`src/rtl/fp_exc_pkg.sv`:
```
package fp_exc_pkg;

    // Default field geometry of the status word.
    localparam int unsigned FLAG_N_DEF  = 5;
    localparam int unsigned STAT_W_DEF  = 32;
    localparam int unsigned CUR_LSB_DEF = 0;
    localparam int unsigned ACC_LSB_DEF = 5;
    localparam int unsigned TEM_LSB_DEF = 23;
    localparam int unsigned TT_LSB_DEF  = 14;
    localparam int unsigned TT_W_DEF    = 3;
    localparam int unsigned TT_IEEE_DEF = 1;

    // Flag positions inside a flag vector.
    localparam int unsigned FLG_NX = 0;
    localparam int unsigned FLG_DZ = 1;
    localparam int unsigned FLG_UF = 2;
    localparam int unsigned FLG_OF = 3;
    localparam int unsigned FLG_NV = 4;

endpackage

```
`src/rtl/fp_exc_pending.sv`:
```
module fp_exc_pending #(
    parameter int unsigned FLAG_N = 5
) (
    input  logic              clk,
    input  logic              rst_n,
    input  logic              flag_vld,
    input  logic [FLAG_N-1:0] flag_in,
    input  logic              flag_clr,
    output logic [FLAG_N-1:0] eff_flags
);

    typedef struct packed {
        logic [FLAG_N-1:0] pend;
    } pend_state_t;

    pend_state_t st_d, st_q;

    always_comb begin
        st_d = st_q;
        if (flag_clr) begin
            st_d.pend = '0;
        end
        if (flag_vld) begin
            st_d.pend = st_d.pend | flag_in;
        end
    end

    assign eff_flags = st_d.pend;

    always_ff @(posedge clk) begin
        if (!rst_n) begin
            st_q <= '0;
        end else begin
            st_q <= st_d;
        end
    end


    pend_clr_chk: assert property (@(posedge clk) disable iff (!rst_n)
        (flag_clr && !flag_vld) |=> (st_q.pend == '0));


    pend_keep_chk: assert property (@(posedge clk) disable iff (!rst_n)
        (!flag_clr) |=> ((st_q.pend & $past(st_q.pend)) == $past(st_q.pend)));

endmodule

```
`src/rtl/fp_exc_eval.sv`:
```
module fp_exc_eval #(
    parameter int unsigned STAT_W  = 32,
    parameter int unsigned FLAG_N  = 5,
    parameter int unsigned CUR_LSB = 0,
    parameter int unsigned ACC_LSB = 5,
    parameter int unsigned TEM_LSB = 23,
    parameter int unsigned TT_LSB  = 14,
    parameter int unsigned TT_W    = 3,
    parameter int unsigned TT_IEEE = 1
) (
    input  logic [STAT_W-1:0] stat_i,
    input  logic [FLAG_N-1:0] raw_i,
    output logic [STAT_W-1:0] stat_o,
    output logic              trap_o,
    output logic              any_o
);

    localparam logic [TT_W-1:0] TT_CODE = TT_W'(TT_IEEE);

    logic [FLAG_N-1:0] cur_old;
    logic [FLAG_N-1:0] cur_new;
    logic [FLAG_N-1:0] enab;
    logic [FLAG_N-1:0] hit;

    assign cur_old = stat_i[CUR_LSB +: FLAG_N];
    assign enab    = stat_i[TEM_LSB +: FLAG_N];
    assign cur_new = cur_old | raw_i;

    for (genvar i = 0; i < FLAG_N; i++) begin : g_hit
        assign hit[i] = cur_new[i] & enab[i];
    end

    assign trap_o = |hit;
    assign any_o  = |raw_i;

    always_comb begin
        stat_o = stat_i;
        stat_o[CUR_LSB +: FLAG_N] = cur_new;
        if (trap_o) begin
            stat_o[TT_LSB +: TT_W] = TT_CODE;
        end else begin
            stat_o[ACC_LSB +: FLAG_N] = stat_i[ACC_LSB +: FLAG_N] | cur_new;
        end
    end

endmodule

```
`src/rtl/fp_exc_status.sv`:
```
module fp_exc_status #(
    parameter int unsigned STAT_W  = fp_exc_pkg::STAT_W_DEF,
    parameter int unsigned FLAG_N  = fp_exc_pkg::FLAG_N_DEF,
    parameter int unsigned CUR_LSB = fp_exc_pkg::CUR_LSB_DEF,
    parameter int unsigned ACC_LSB = fp_exc_pkg::ACC_LSB_DEF,
    parameter int unsigned TEM_LSB = fp_exc_pkg::TEM_LSB_DEF,
    parameter int unsigned TT_LSB  = fp_exc_pkg::TT_LSB_DEF,
    parameter int unsigned TT_W    = fp_exc_pkg::TT_W_DEF,
    parameter int unsigned TT_IEEE = fp_exc_pkg::TT_IEEE_DEF
) (
    input  logic              clk,
    input  logic              rst_n,
    input  logic              flag_vld,
    input  logic [FLAG_N-1:0] flag_in,
    input  logic              flag_clr,
    input  logic              sw_wr,
    input  logic [STAT_W-1:0] sw_wdata,
    output logic [STAT_W-1:0] stat_q,
    output logic              trap_pulse
);

    localparam logic [TT_W-1:0] TT_CODE = TT_W'(TT_IEEE);

    // Bits owned by the exception fields; the rest belong to software.
    localparam logic [STAT_W-1:0] OWN_MASK =
        ({{(STAT_W-FLAG_N){1'b0}}, {FLAG_N{1'b1}}} << CUR_LSB) |
        ({{(STAT_W-FLAG_N){1'b0}}, {FLAG_N{1'b1}}} << ACC_LSB) |
        ({{(STAT_W-TT_W){1'b0}}, {TT_W{1'b1}}} << TT_LSB);

    typedef struct packed {
        logic [STAT_W-1:0] stat;
        logic              trap;
    } top_state_t;

    top_state_t st_d, st_q;

    logic [FLAG_N-1:0] eff_flags;
    logic [STAT_W-1:0] eval_stat;
    logic              eval_trap;
    logic              eval_any;

    fp_exc_pending #(
        .FLAG_N (FLAG_N)
    ) u_pend (
        .clk       (clk),
        .rst_n     (rst_n),
        .flag_vld  (flag_vld),
        .flag_in   (flag_in),
        .flag_clr  (flag_clr),
        .eff_flags (eff_flags)
    );

    fp_exc_eval #(
        .STAT_W  (STAT_W),
        .FLAG_N  (FLAG_N),
        .CUR_LSB (CUR_LSB),
        .ACC_LSB (ACC_LSB),
        .TEM_LSB (TEM_LSB),
        .TT_LSB  (TT_LSB),
        .TT_W    (TT_W),
        .TT_IEEE (TT_IEEE)
    ) u_eval (
        .stat_i (st_q.stat),
        .raw_i  (eff_flags),
        .stat_o (eval_stat),
        .trap_o (eval_trap),
        .any_o  (eval_any)
    );

    always_comb begin
        st_d      = st_q;
        st_d.trap = 1'b0;
        if (sw_wr) begin
            st_d.stat = sw_wdata;
        end else if (flag_vld && eval_any) begin
            st_d.stat = eval_stat;
            st_d.trap = eval_trap;
        end
    end

    always_ff @(posedge clk) begin
        if (!rst_n) begin
            st_q <= '0;
        end else begin
            st_q <= st_d;
        end
    end

    assign stat_q     = st_q.stat;
    assign trap_pulse = st_q.trap;


    trap_code_chk: assert property (@(posedge clk) disable iff (!rst_n)
        trap_pulse |-> (stat_q[TT_LSB +: TT_W] == TT_CODE));


    trap_acc_hold_chk: assert property (@(posedge clk) disable iff (!rst_n)
        trap_pulse |-> (stat_q[ACC_LSB +: FLAG_N] == $past(stat_q[ACC_LSB +: FLAG_N])));


    sw_wins_chk: assert property (@(posedge clk) disable iff (!rst_n)
        sw_wr |=> ((stat_q == $past(sw_wdata)) && !trap_pulse));


    idle_hold_chk: assert property (@(posedge clk) disable iff (!rst_n)
        (!sw_wr && !flag_vld) |=> ($stable(stat_q) && !trap_pulse));


    trap_needs_op_chk: assert property (@(posedge clk) disable iff (!rst_n)
        trap_pulse |-> ($past(flag_vld) && !$past(sw_wr)));


    cur_sticky_chk: assert property (@(posedge clk) disable iff (!rst_n)
        (!sw_wr) |=> ((stat_q[CUR_LSB +: FLAG_N] & $past(stat_q[CUR_LSB +: FLAG_N]))
                      == $past(stat_q[CUR_LSB +: FLAG_N])));


    other_bits_chk: assert property (@(posedge clk) disable iff (!rst_n)
        (!sw_wr) |=> ((stat_q & ~OWN_MASK) == ($past(stat_q) & ~OWN_MASK)));

endmodule

```
`config.mk`:
```
export PLATFORM = sky130hd
export DESIGN_NAME = fp_exc_status
export DESIGN_NICKNAME = d
export VERILOG_FILES = /design/src/rtl/fp_exc_pkg.sv /design/src/rtl/fp_exc_pending.sv /design/src/rtl/fp_exc_eval.sv /design/src/rtl/fp_exc_status.sv
export SDC_FILE = /design/constraint.sdc
export NUM_CORES = 1
export LEC_CHECK = 0
export ABC_AREA = 0
export CAP_MARGIN = 20
export CORE_ASPECT_RATIO = 1.75
export CORE_MARGIN = 10
export CORE_UTILIZATION = 45
export CTS_BUF_LIST = sky130_fd_sc_hd__clkbuf_8
export CTS_CLUSTER_DIAMETER = 100
export DETAILED_ROUTE_END_ITERATION = 12
export PLACE_DENSITY = 0.92
export SLEW_MARGIN = 0
export SYNTH_ARGS = -nofsm -noshare
export SYNTH_HDL_FRONTEND = slang
export SYNTH_SLANG_ARGS = --single-unit
```
`constraint.sdc`:
```
create_clock -name clk -period 3.75 [get_ports clk]
set_input_delay 0.5625 -clock clk [delete_from_list [all_inputs] [get_ports clk]]
set_output_delay 0.5625 -clock clk [all_outputs]
set_load 0.01 [all_outputs]
```
## After elaboration in Yosys (flattened, before gate mapping)

Index checks and enable logic that the tools add are counted.

- Eq/ne operators: 1
- Mux-type cells: 6
- Bitwise gates (word level): 10
- Reductions and logical operators: 8

Operators by type and width:

| cell | count |
|---|---|
| $mux 32 | 1 |
| $mux 18 | 1 |
| $mux 5 | 3 |
| $or 5x5->5 | 3 |
| $reduce_or 5->1 | 2 |
| $and 1x1->1 | 5 |
| $reduce_and 2->1 | 2 |
| $reduce_bool 2->1 | 2 |
| $mux 3 | 1 |
| $reduce_or 3->1 | 1 |
| $ne 2x2->1 const B | 1 |
| $not 1->1 | 2 |
| $logic_and 1x1->1 | 1 |

- Bits in registers: 38
- Input port bits: 42
- Output and inout bits: 33
- Logic and storage cells: 31

## Depth between registers and ports, before layout

Gate-level depths: netlist of run 1.

- Depth in word-level cells: 9
- Depth in mapped cells: 6
- Mapped depth without buffers: 5

## Modules after synthesis

A second synthesis of run 1 with hierarchy kept.

- Cells, all modules: 262
- Area total of the unflattened synthesis: 2444.8 µm²

Modules (own cells, without submodules):

| module | times used | cells an instance | area each (µm²) | seq. area each (µm²) |
|---|---|---|---|---|
| fp_exc_status | 1 | 188 | 1825.5 | 660.6 |
| fp_exc_eval | 1 | 49 | 356.6 | 0.0 |
| fp_exc_pending | 1 | 25 | 262.8 | 100.1 |

## Worst setup path after synthesis of run 1

No wires, ideal clock.

- Kind: in2reg
- From: input flag_in[2]
- To: register st_q (netlist bit stat_q[14])
- Setup time: 122 ps
- Arrival: 1853 ps
- Slack: 1775 ps
- Cell stages on the path: 4
- Cells stage by stage: or4_4 o31a_4 a21boi_1 o311a_1

- Word-level cells in the longest chain between the ends: 7
- Elaborated cells on any way between the ends: 10

RTL lines:

| what | RTL line | text |
|---|---|---|
| start, declared | fp_exc_status.sv:14 | `input logic [FLAG_N-1:0] flag_in,` |
| $or 5x5->5 * | fp_exc_pending.sv:24 | `st_d.pend = st_d.pend \| flag_in;` |
| $mux 5 * | fp_exc_pending.sv:23 | `if (flag_vld) begin` |
| $or 5x5->5 | fp_exc_eval.sv:27 | `assign cur_new = cur_old \| raw_i;` |
| $and 1x1->1 | fp_exc_eval.sv:30 | `assign hit[i] = cur_new[i] & enab[i];` |
| $reduce_or 5->1 | fp_exc_eval.sv:33 | `assign trap_o = \|hit;` |
| $reduce_bool 2->1 (no source line) | - |  |
| $reduce_and 2->1 (no source line) * | - |  |
| end signal, assigned | fp_exc_status.sv:85 | `st_q <= st_d;` |
| end, declared | fp_exc_status.sv:35 | `top_state_t st_d, st_q;` |

Mark *: on every way between the ends. The rest lies on a longest branch, timed or not.
A chain may end at the register's enable or synchronous reset.

## Worst setup path in the final report of run 1

- From: input flag_vld
- To: register st_q (netlist bit stat_q[5])

- Word-level cells in the longest chain between the ends: 6
- Elaborated cells on any way between the ends: 17

RTL lines:

| what | RTL line | text |
|---|---|---|
| start, declared | fp_exc_status.sv:13 | `input logic flag_vld,` |
| $mux 5 | fp_exc_pending.sv:23 |  |
| $or 5x5->5 | fp_exc_eval.sv:27 |  |
| $and 1x1->1 / $or 5x5->5 (equally long branches) | fp_exc_eval.sv:30, fp_exc_eval.sv:42 |  |
| $reduce_or 5->1 / $mux 5 (equally long branches) | fp_exc_eval.sv:33, fp_exc_eval.sv:39 |  |
| $ne 2x2->1 (no source line) / $mux 18 (equally long branches) | - |  |
| $reduce_and 2->1 (no source line) / $mux 32 (equally long branches) | - |  |

Several ways; a longest one is shown, not always the timed one. The select of a mux whose other input is x is not followed.

==> results of run 1 <==
[path summary, 6_finish.rpt]
| path | endpoint | slack, ps | cells after the start |
|---|---|---|---|
| min reg2reg | stat_q[14]$_SDFFE_PN0P_ | 510 | 1 |
| max | stat_q[5]$_SDFFE_PN0P_ | 1500 | 5 |
| max reg2reg | stat_q[5]$_SDFFE_PN0P_ | 2130 | 5 |
| min | stat_q[14]$_SDFFE_PN0P_ | 510 | 1 |
[layout make-up]
| class | count | area, sq um | area share |
|---|---|---|---|
| flip-flops and latches | 38 | 761 | 0.312 |
| repair buffers | 76 | 756 | 0.310 |
| clock buffers | 5 | 68.8 | 0.0282 |
| inverters | 3 | 11.3 | 0.00462 |
| clock inverters | 2 | 10.0 | 0.00410 |
| well taps | 45 | 56.3 | 0.0231 |
| multi-input cells | 110 | 777 | 0.318 |
[worst max-delay path, cell delays in order]
cell and delay [ps]:
clkdlybuf4s50_1 590, a221o_1 420, a222oi_1 400, nand4_1 260
o21ai_0 240
[cells in the mapped netlist, types with 2 or more instances]
cell type,instances,area (sq um)
o21ai_0,13,65.1
o21bai_1,2,15.0
nor2b_1,19,119
and2_1,5,31.3
mux2i_1,19,190
o211ai_1,5,37.5
buf_6,3,33.8
a21oi_1,10,50.1
nand3_1,4,20.0
a22o_1,3,26.3
clkbuf_1,6,22.5
dfxtp_1,38,761
nand2_1,7,26.3
or2_2,5,31.3
a221o_1,2,20.0
[kinds of logic after synthesis]
| family | Yosys count | synth area share |
|---|---|---|
| AOI/OAI and AO/OA | 43 | 0.185 |
| buffers and inverters | 13 | 0.0465 |
| and+or+nand+nor | 48 | 0.179 |
| DFF | 38 | 0.472 |
| muxes | 19 | 0.118 |
[stage by stage]
stage | hold WS, ps | worst slack [ps] | utilization | instances | area, sq um
floorplan | 520 | 1780 | - | 161 | 1610
global route | 539 | 1320 | 0.711 | 279 | 2440
finish | 512 | 1500 | 0.711 | 279 | 2440
detailed placement | 502 | 1190 | 0.688 | 272 | 2360
global placement | 495 | 1270 | 0.688 | 272 | 2360
CTS | 516 | 1500 | 0.711 | 279 | 2440
[state kept, by name, summed over array words and instances, names as in the netlist]
| name | flops |
|---|---|
| stat_q | 32 |
| trap_pulse | 1 |
| u_pend.st_q | 5 |
[placed cells by master, fill, tap and decap left out, types with 2 or more instances in the layout]
cell and n:
a21oi_1 10, dfxtp_1 38, and2_1 5, nor2b_1 19, clkbuf_8 5, a22o_1 3
nand2_1 7, or2_2 5, buf_4 2, o211ai_1 5, o21bai_1 2, clkdlybuf4s50_1 74
mux2i_1 19, clkinv_2 2, nand3_1 4, o21ai_0 13, a221o_1 2
[layer usage]
layer	part of all wire	vias up	global-route usage
met5	0	-	0
met3	0.065	11	0.0506
met2	0.54	52	0.266
met1	0.36	675	0.142
met4	0.029	0	0.0828
li1	-	723	-
[power breakdown]
part	internal, mW	switching (mW)	total [mW]
Clock	0.125	0.138	0.263
Combinational	0.118	0.0777	0.195
Sequential	0.431	0.0166	0.448
==> flow_summary.yaml, run 1 <==
run_status:
  status: "finished clean"
drt:
  dr.pass1.iters: 4
  dr_total_vias: 1461
  postRouteAntennaNets: 0
  vias_per_cell: 5.24
  drc: 0
  drtIter0Drc: 35
  wl_mm: 4.83
  avgRoutedWirePerCell_um: 17.3
place:
  portBuffers: 74
  gp_congestion: 0.796
  hpwl_mm: 3.82
yosys:
  synthFlopType: "dfxtp_1"
  ys_ff_latch: 38
  yosysSeqAreaShare: 0.472
  syn_area_sq_mm: 0.00161
  synth_cell_types: 35
  synth_async_sr_flop_share: 0
  synth_edf_count: 0
  syn_area_per_cell_sq_um: 10.0
  synth.net_count: 203
  ys_warn_count: 0
  syn_inst: 161
sta:
  period_share: 0.601
  max_freq_ghz: 0.444
  slew_headroom: 0.552
  drv_slew: 0
  tightest_slew_ps: 670
  hold_viol_final: 0
  fin_worst_skew_ps: 4.77
  fin_tns_setup_ps: 0
  fin_crit_ps: 2250
  rsz0062_at_grt: "no"
  setup_violations: 0
cells_and_area:
  post_route_cells_drive_above_1_share: 0.0897
  syn_to_final_growth_pct: 51.3
  num_antenna_cells: 0
  fillers: 273
  finish.net_count: 276
floorplanning:
  fp.dieW_um: 65.3
  die-area_sq_mm: 0.00647
  num_rows: 28
  die_h_um: 99.2
  start_util: 0.470
  io_pins: 75
  core_sq_mm: 0.00343
power:
  power_density_mw_per_mm2: 371
  ir_drop_mv: 0.291
  total_power_mw: 0.906
  leakage_nw: 0.965
critical_path:
  start_kind: "input pin"
  crit_path_end_kind: "flop"
  worstReg2RegStart: "u_pend.st_q[0]$_SDFF_PN0_"
  path_max_fanout: 11
  required_ps: 3960
  startpoint: "flag_vld"
  arrival_ps: 2460
  worstSetupPathType: "in -> reg"
global_route:
  track_usage: 0.149
  antenna_found_initial: 0
  grt-ovfl-total: 0
  grt_pass1_vias: 1461
  grt_max_degree: 25
  grt_pass1_wl_mm: 7.47
clock_tree:
  cts_buffers: 5
  cts_setup_buffers: 0
  htree_num_levels: 2
  clk_latency_ps: 290
  clkTransAtPathRegs_ps: 70
  cts_num_sinks: 38
  hold_buffers: 0
  clk_path_buf_depth: 2
  cts-root-buf: "clkbuf_8"
  cts.repair.resized: 0
  cts_tree: "yes"
min_path:
  hp-class: "reg -> reg"
  min-delay-start: "stat_q[14]$_SDFFE_PN0P_"
job:
  cap_viol_max_count: 0
Note: power is estimated with default switching activity, not from simulation.
==> run 2, diff against run 1 <==
Settings changed: CORE_UTILIZATION 45 to 42, PLACE_DENSITY 0.92 to 0.87.
Clock period 3.75 ns to 2.2 ns, I/O delays scaled along.
==> run 2 against run 1 <==
Die area is 5.3% higher. Critical endpoint unchanged. Critical path depth is 1 higher. Worst setup slack worse by 1200 ps. Hold slack worse by 2.7 ps. Largest power group unchanged. Register-to-register slack worse by 1500 ps. Core utilization is 0.12 points lower. Design area is 6.6% higher. Via count is 1.4% higher. First-iteration DRC count is 29% lower.
==> flow_summary.yaml, run 2 (same netlist as run 1, synthesis figures left out) <==
run_status:
  status: "finished clean"
sta:
  drv_slew: 0
  hold_viol_final: 0
  fin_ws_ps: 255
  rsz0062_at_grt: "no"
  period_share: 0.884
  tightest_slew_ps: 483
  hold_slack_ps: 509
  setup_violations: 0
  slew_headroom: 0.676
  max_freq_ghz: 0.514
  fin_worst_skew_ps: 10.3
  fin_crit_ps: 1940
floorplanning:
  io_pins: 75
  core_sq_mm: 0.00366
  die-area_sq_mm: 0.00682
  start_util: 0.440
  fp.dieW_um: 66.8
  num_rows: 29
  die_h_um: 102
critical_path:
  rrSetupSlack_ps: 580
  required_ps: 2400
  max_stage_delay_ps: 510
  crit_path_end_kind: "flop"
  worstSetupPathType: "in -> reg"
  rr_worst_depth: 4
  crit_chain: "clkdlybuf4s50_1 > inv_2 > a221o_1 > a222oi_1 > nand4_1 > o21ai_0"
  cpMaxStageDelayCell: "clkdlybuf4s50_1"
  r2r_end: "stat_q[5]$_SDFFE_PN0P_"
  worstReg2RegStart: "u_pend.st_q[3]$_SDFF_PN0_"
  arrival_ps: 2140
  path_max_fanout: 7
  endpoint: "stat_q[5]$_SDFFE_PN0P_"
  startpoint: "flag_clr"
  start_kind: "input pin"
place:
  hpwl_mm: 3.82
  pre_cts_ws_ps: -11.9
  gp_congestion: 0.798
  portBuffers: 74
cells_and_area:
  num_antenna_cells: 0
  syn_to_final_growth_pct: 61.2
  postLayoutCoreUtil: 0.709
  fillers: 275
  mostFrequentLayoutCells: "clkdlybuf4s50_1 (74), dfxtp_1 (38), mux2i_1 (19), nor2b_1 (19), o21ai_0 (13)"
  layout_commonest_cell: "clkdlybuf4s50_1"
  post_route_cells_drive_above_1_share: 0.134
  finish.net_count: 287
  largest_reg_flops: 32
clock_tree:
  cts_buffers: 5
  clk_path_buf_depth: 2
  clkTransAtPathRegs_ps: 80
  htree_num_levels: 2
  cts_tree: "yes"
  cts_setup_buffers: 0
  hold_buffers: 0
  cts-root-buf: "clkbuf_8"
  cts_num_sinks: 38
  cts.repair.resized: 0
  clk_latency_ps: 290
drt:
  dr_total_vias: 1482
  avgRoutedWirePerCell_um: 16.4
  dr.pass1.iters: 4
  drc: 0
  drtIter0Drc: 25
  wl_mm: 4.80
  vias_per_cell: 5.08
  postRouteAntennaNets: 0
power:
  power_frac_seq: 0.416
  swShare: 0.217
  power_density_mw_per_mm2: 705
  total_power_mw: 1.83
  leakage_nw: 1.05
  power.internal_mw: 1.44
  p_sw_mw: 0.398
  ir_drop_mv: 0.655
  p_clk_frac: 0.391
  pwr-share-comb: 0.193
global_route:
  grt-ovfl-total: 0
  track_usage: 0.141
  antenna_found_initial: 0
  grt_pass1_vias: 1603
  grt_max_degree: 21
  grt_pass1_wl_mm: 7.50
job:
  cap_viol_max_count: 0
min_path:
  hp-class: "reg -> reg"
run 2: layer usage:
layer | global-route usage | wire length [um]
met1 | 0.141 | 1780
met4 | 0.0632 | 85
met5 | 0 | 0
met2 | 0.260 | 2680
met3 | 0.0361 | 255
run 2: critical path, delay by kind of cell:
kind            cells  cell delay [ps]
simple gates        1              230
buf+inv             2              590
compound gates      3             1000
run 2: power groups by stage:
stage	registers (mW)	clock network, mW	logic, mW
after floorplan	0.793	0	0.133
after global placement	0.777	0	0.348
after detailed placement	0.779	0	0.356
after CTS	0.764	0.729	0.358
after global routing	0.769	0.749	0.384
final	0.763	0.716	0.354
run 2: through the flow:
step	setup TNS, ps	cell area [sq um]	std cells
after floorplan	0	1610	161
after global placement	0	2460	284
after detailed placement	-14.2	2460	284
after CTS	0	2600	292
after global routing	0	2600	292
final	0	2600	292
run 2: worst min path at each step:
| stage | from | end | slack (ps) | depth (start not counted) |
|---|---|---|---|---|
| after floorplan | sw_wdata[5] | stat_q[5]$_SDFFE_PN0P_ | 480 | 2 |
| after global placement | stat_q[15]$_SDFFE_PN0P_ | stat_q[15]$_SDFFE_PN0P_ | 490 | 2 |
| after detailed placement | stat_q[15]$_SDFFE_PN0P_ | stat_q[15]$_SDFFE_PN0P_ | 500 | 2 |
| after CTS | stat_q[15]$_SDFFE_PN0P_ | stat_q[15]$_SDFFE_PN0P_ | 510 | 2 |
| after global routing | stat_q[19]$_SDFFE_PN0P_ | stat_q[19]$_SDFFE_PN0P_ | 550 | 2 |
| final | stat_q[15]$_SDFFE_PN0P_ | stat_q[15]$_SDFFE_PN0P_ | 510 | 2 |
run 2: cell type report:
class                      count  area [sq um]  share of cell area
clock buffer                   6          82.6              0.0318
clock inverter                 2          60.1              0.0231
inverter                       3          11.3             0.00433
multi-input combinational    110           777               0.299
sequential                    38           761               0.293
tap                           46          57.6              0.0221
timing repair buffer          87           851               0.327
==> run 3, diff against run 2 <==
Settings changed: CORE_ASPECT_RATIO 1.75 to not set, CORE_UTILIZATION 42 to 55, DONT_BUFFER_PORTS set to 1, PLACE_DENSITY 0.87 to 0.75.
==> run 3 against run 2 <==
Worst setup slack better by 260 ps. Count of clock-buffer cells in the layout down 1. Flip-flop and latch count is the same. Hold slack worse by 330 ps. Power is 27% lower. Clock power fell by 41%. Clock skew down 4.4 ps. Via count down 23%. Critical path type is now reg -> reg. Critical endpoint is now stat_q[6]$_SDFFE_PN0P_. Largest cell class is now multi-input combinational cells. Highest routed layer unchanged.
==> flow_summary.yaml, run 3 (same netlist as run 1, synthesis figures left out) <==
run_status:
  status: "finished clean"
global_route:
  grt_max_degree: 46
  grt_pass1_wl_mm: 6.03
  grt-ovfl-total: 0
  grt_pass1_vias: 1174
  antenna_found_initial: 0
  track_usage: 0.138
cells_and_area:
  fillers: 247
  syn_to_final_growth_pct: 3.18
  finish.net_count: 200
  stdcell_count: 189
  largest_reg_flops: 32
  post_route_cells_drive_above_1_share: 0.108
  mostFrequentLayoutCells: "dfxtp_1 (38), mux2i_1 (19), nor2b_1 (19)"
  layout_commonest_cell: "dfxtp_1"
  num_antenna_cells: 0
  postLayoutCoreUtil: 0.598
  stdcell_area_sq_mm: 0.00166
floorplanning:
  fp.dieW_um: 74.2
  die_h_um: 74.2
  start_util: 0.580
  num_rows: 19
  die-area_sq_mm: 0.00550
  io_pins: 75
  core_sq_mm: 0.00278
power:
  swShare: 0.241
  ir_drop_mv: 0.754
  leakage_nw: 0.679
  total_power_mw: 1.34
  power_frac_seq: 0.592
  power.internal_mw: 1.01
  p_clk_frac: 0.314
  power_density_mw_per_mm2: 803
  pwr-share-comb: 0.094
  p_sw_mw: 0.322
place:
  portBuffers: 0
  numPlacedInstances: 182
  hpwl_mm: 2.97
  pre_cts_ws_ps: 389
  place_area_sq_mm: 0.00159
  gp_congestion: 0.795
min_path:
  min-delay-start: "rst_n"
  hold_depth: 1
  hp-class: "in -> reg"
  hold_path_end: "u_pend.st_q[0]$_SDFF_PN0_"
sta:
  drv_slew: 0
  fin_worst_skew_ps: 5.90
  rsz0062_at_grt: "no"
  hold_viol_final: 0
  hold_slack_ps: 180
  slew_headroom: 0.665
  fin_tns_setup_ps: 0
  period_share: 0.766
  setup_violations: 0
  max_freq_ghz: 0.594
  tightest_slew_ps: 500
  fin_ws_ps: 515
  fin_crit_ps: 1680
clock_tree:
  cts_tree: "yes"
  clk_path_buf_depth: 2
  htree_num_levels: 2
  cts-root-buf: "clkbuf_8"
  cts_num_sinks: 38
  clkTransAtPathRegs_ps: 70
  cts_buffers: 5
  hold_buffers: 0
  cts.repair.resized: 0
  cts_setup_buffers: 0
  clk_latency_ps: 280
critical_path:
  crit_path_end_kind: "flop"
  startpoint: "u_pend.st_q[3]$_SDFF_PN0_"
  worstSetupPathType: "reg -> reg"
  start_kind: "flop"
  rr_worst_depth: 4
  required_ps: 2400
  rrSetupSlack_ps: 520
  r2r_end: "stat_q[6]$_SDFFE_PN0P_"
  worstReg2RegStart: "u_pend.st_q[3]$_SDFF_PN0_"
  arrival_ps: 1890
  path_max_fanout: 5
drt:
  avgRoutedWirePerCell_um: 20.5
  postRouteAntennaNets: 0
  drc: 0
  vias_per_cell: 6.00
  wl_mm: 3.88
  dr.pass1.iters: 4
  drtIter0Drc: 84
  dr_total_vias: 1134
job:
  cap_viol_max_count: 0
run 3: changes by cell type in the layout (fill, tap and decap cells not counted):
cell,previous run,this run
clkbuf_8,6,5
bufinv_16,2,0
buf_4,12,0
inv_1,1,3
clkdlybuf4s50_1,74,0
buf_12,1,0
run 3: how the worst max path moves through the flow:
stage	slack, ps	depth (start not counted)	end
5_1_grt	390	4	stat_q[9]$_SDFFE_PN0P_
3_3_place_gp	430	4	stat_q[14]$_SDFFE_PN0P_
4_1_cts	510	4	stat_q[6]$_SDFFE_PN0P_
3_5_place_dp	390	4	stat_q[14]$_SDFFE_PN0P_
2_1_floorplan	460	4	stat_q[14]$_SDFFE_PN0P_
6_report	520	4	stat_q[6]$_SDFFE_PN0P_
run 3: final cells by class:
class / count / area [sq um] / area share
multi-input cells: 110 / 777 / 0.467
flip-flops and latches: 38 / 761 / 0.457
clock buffers: 5 / 68.8 / 0.0414
well taps: 31 / 38.8 / 0.0233
inverters: 3 / 11.3 / 0.00677
clock inverters: 2 / 7.51 / 0.00451
run 3: power groups by stage:
stage | registers, mW | logic, mW | clock network (mW)
2_1_floorplan | 0.793 | 0.133 | 0
3_5_place_dp | 0.808 | 0.127 | 0
5_1_grt | 0.798 | 0.144 | 0.459
6_report | 0.791 | 0.126 | 0.419
3_3_place_gp | 0.808 | 0.122 | 0
4_1_cts | 0.793 | 0.128 | 0.432
run 3: per-layer routing:
layer	routed length (um)	global-route usage	share of wire	up-vias
met2	1850	0.209	0.48	46
met1	1540	0.163	0.40	514
li1	-	-	-	570
met4	25	0.0435	0.0064	0
met3	462	0.0758	0.12	4
met5	0	0	0	-
run 3: worst max-delay path: stages, from the launching register on:
cell	delay, ps
dfxtp_1	330
a221o_1	390
a222oi_1	410
nand4_1	260
o21ai_0	220
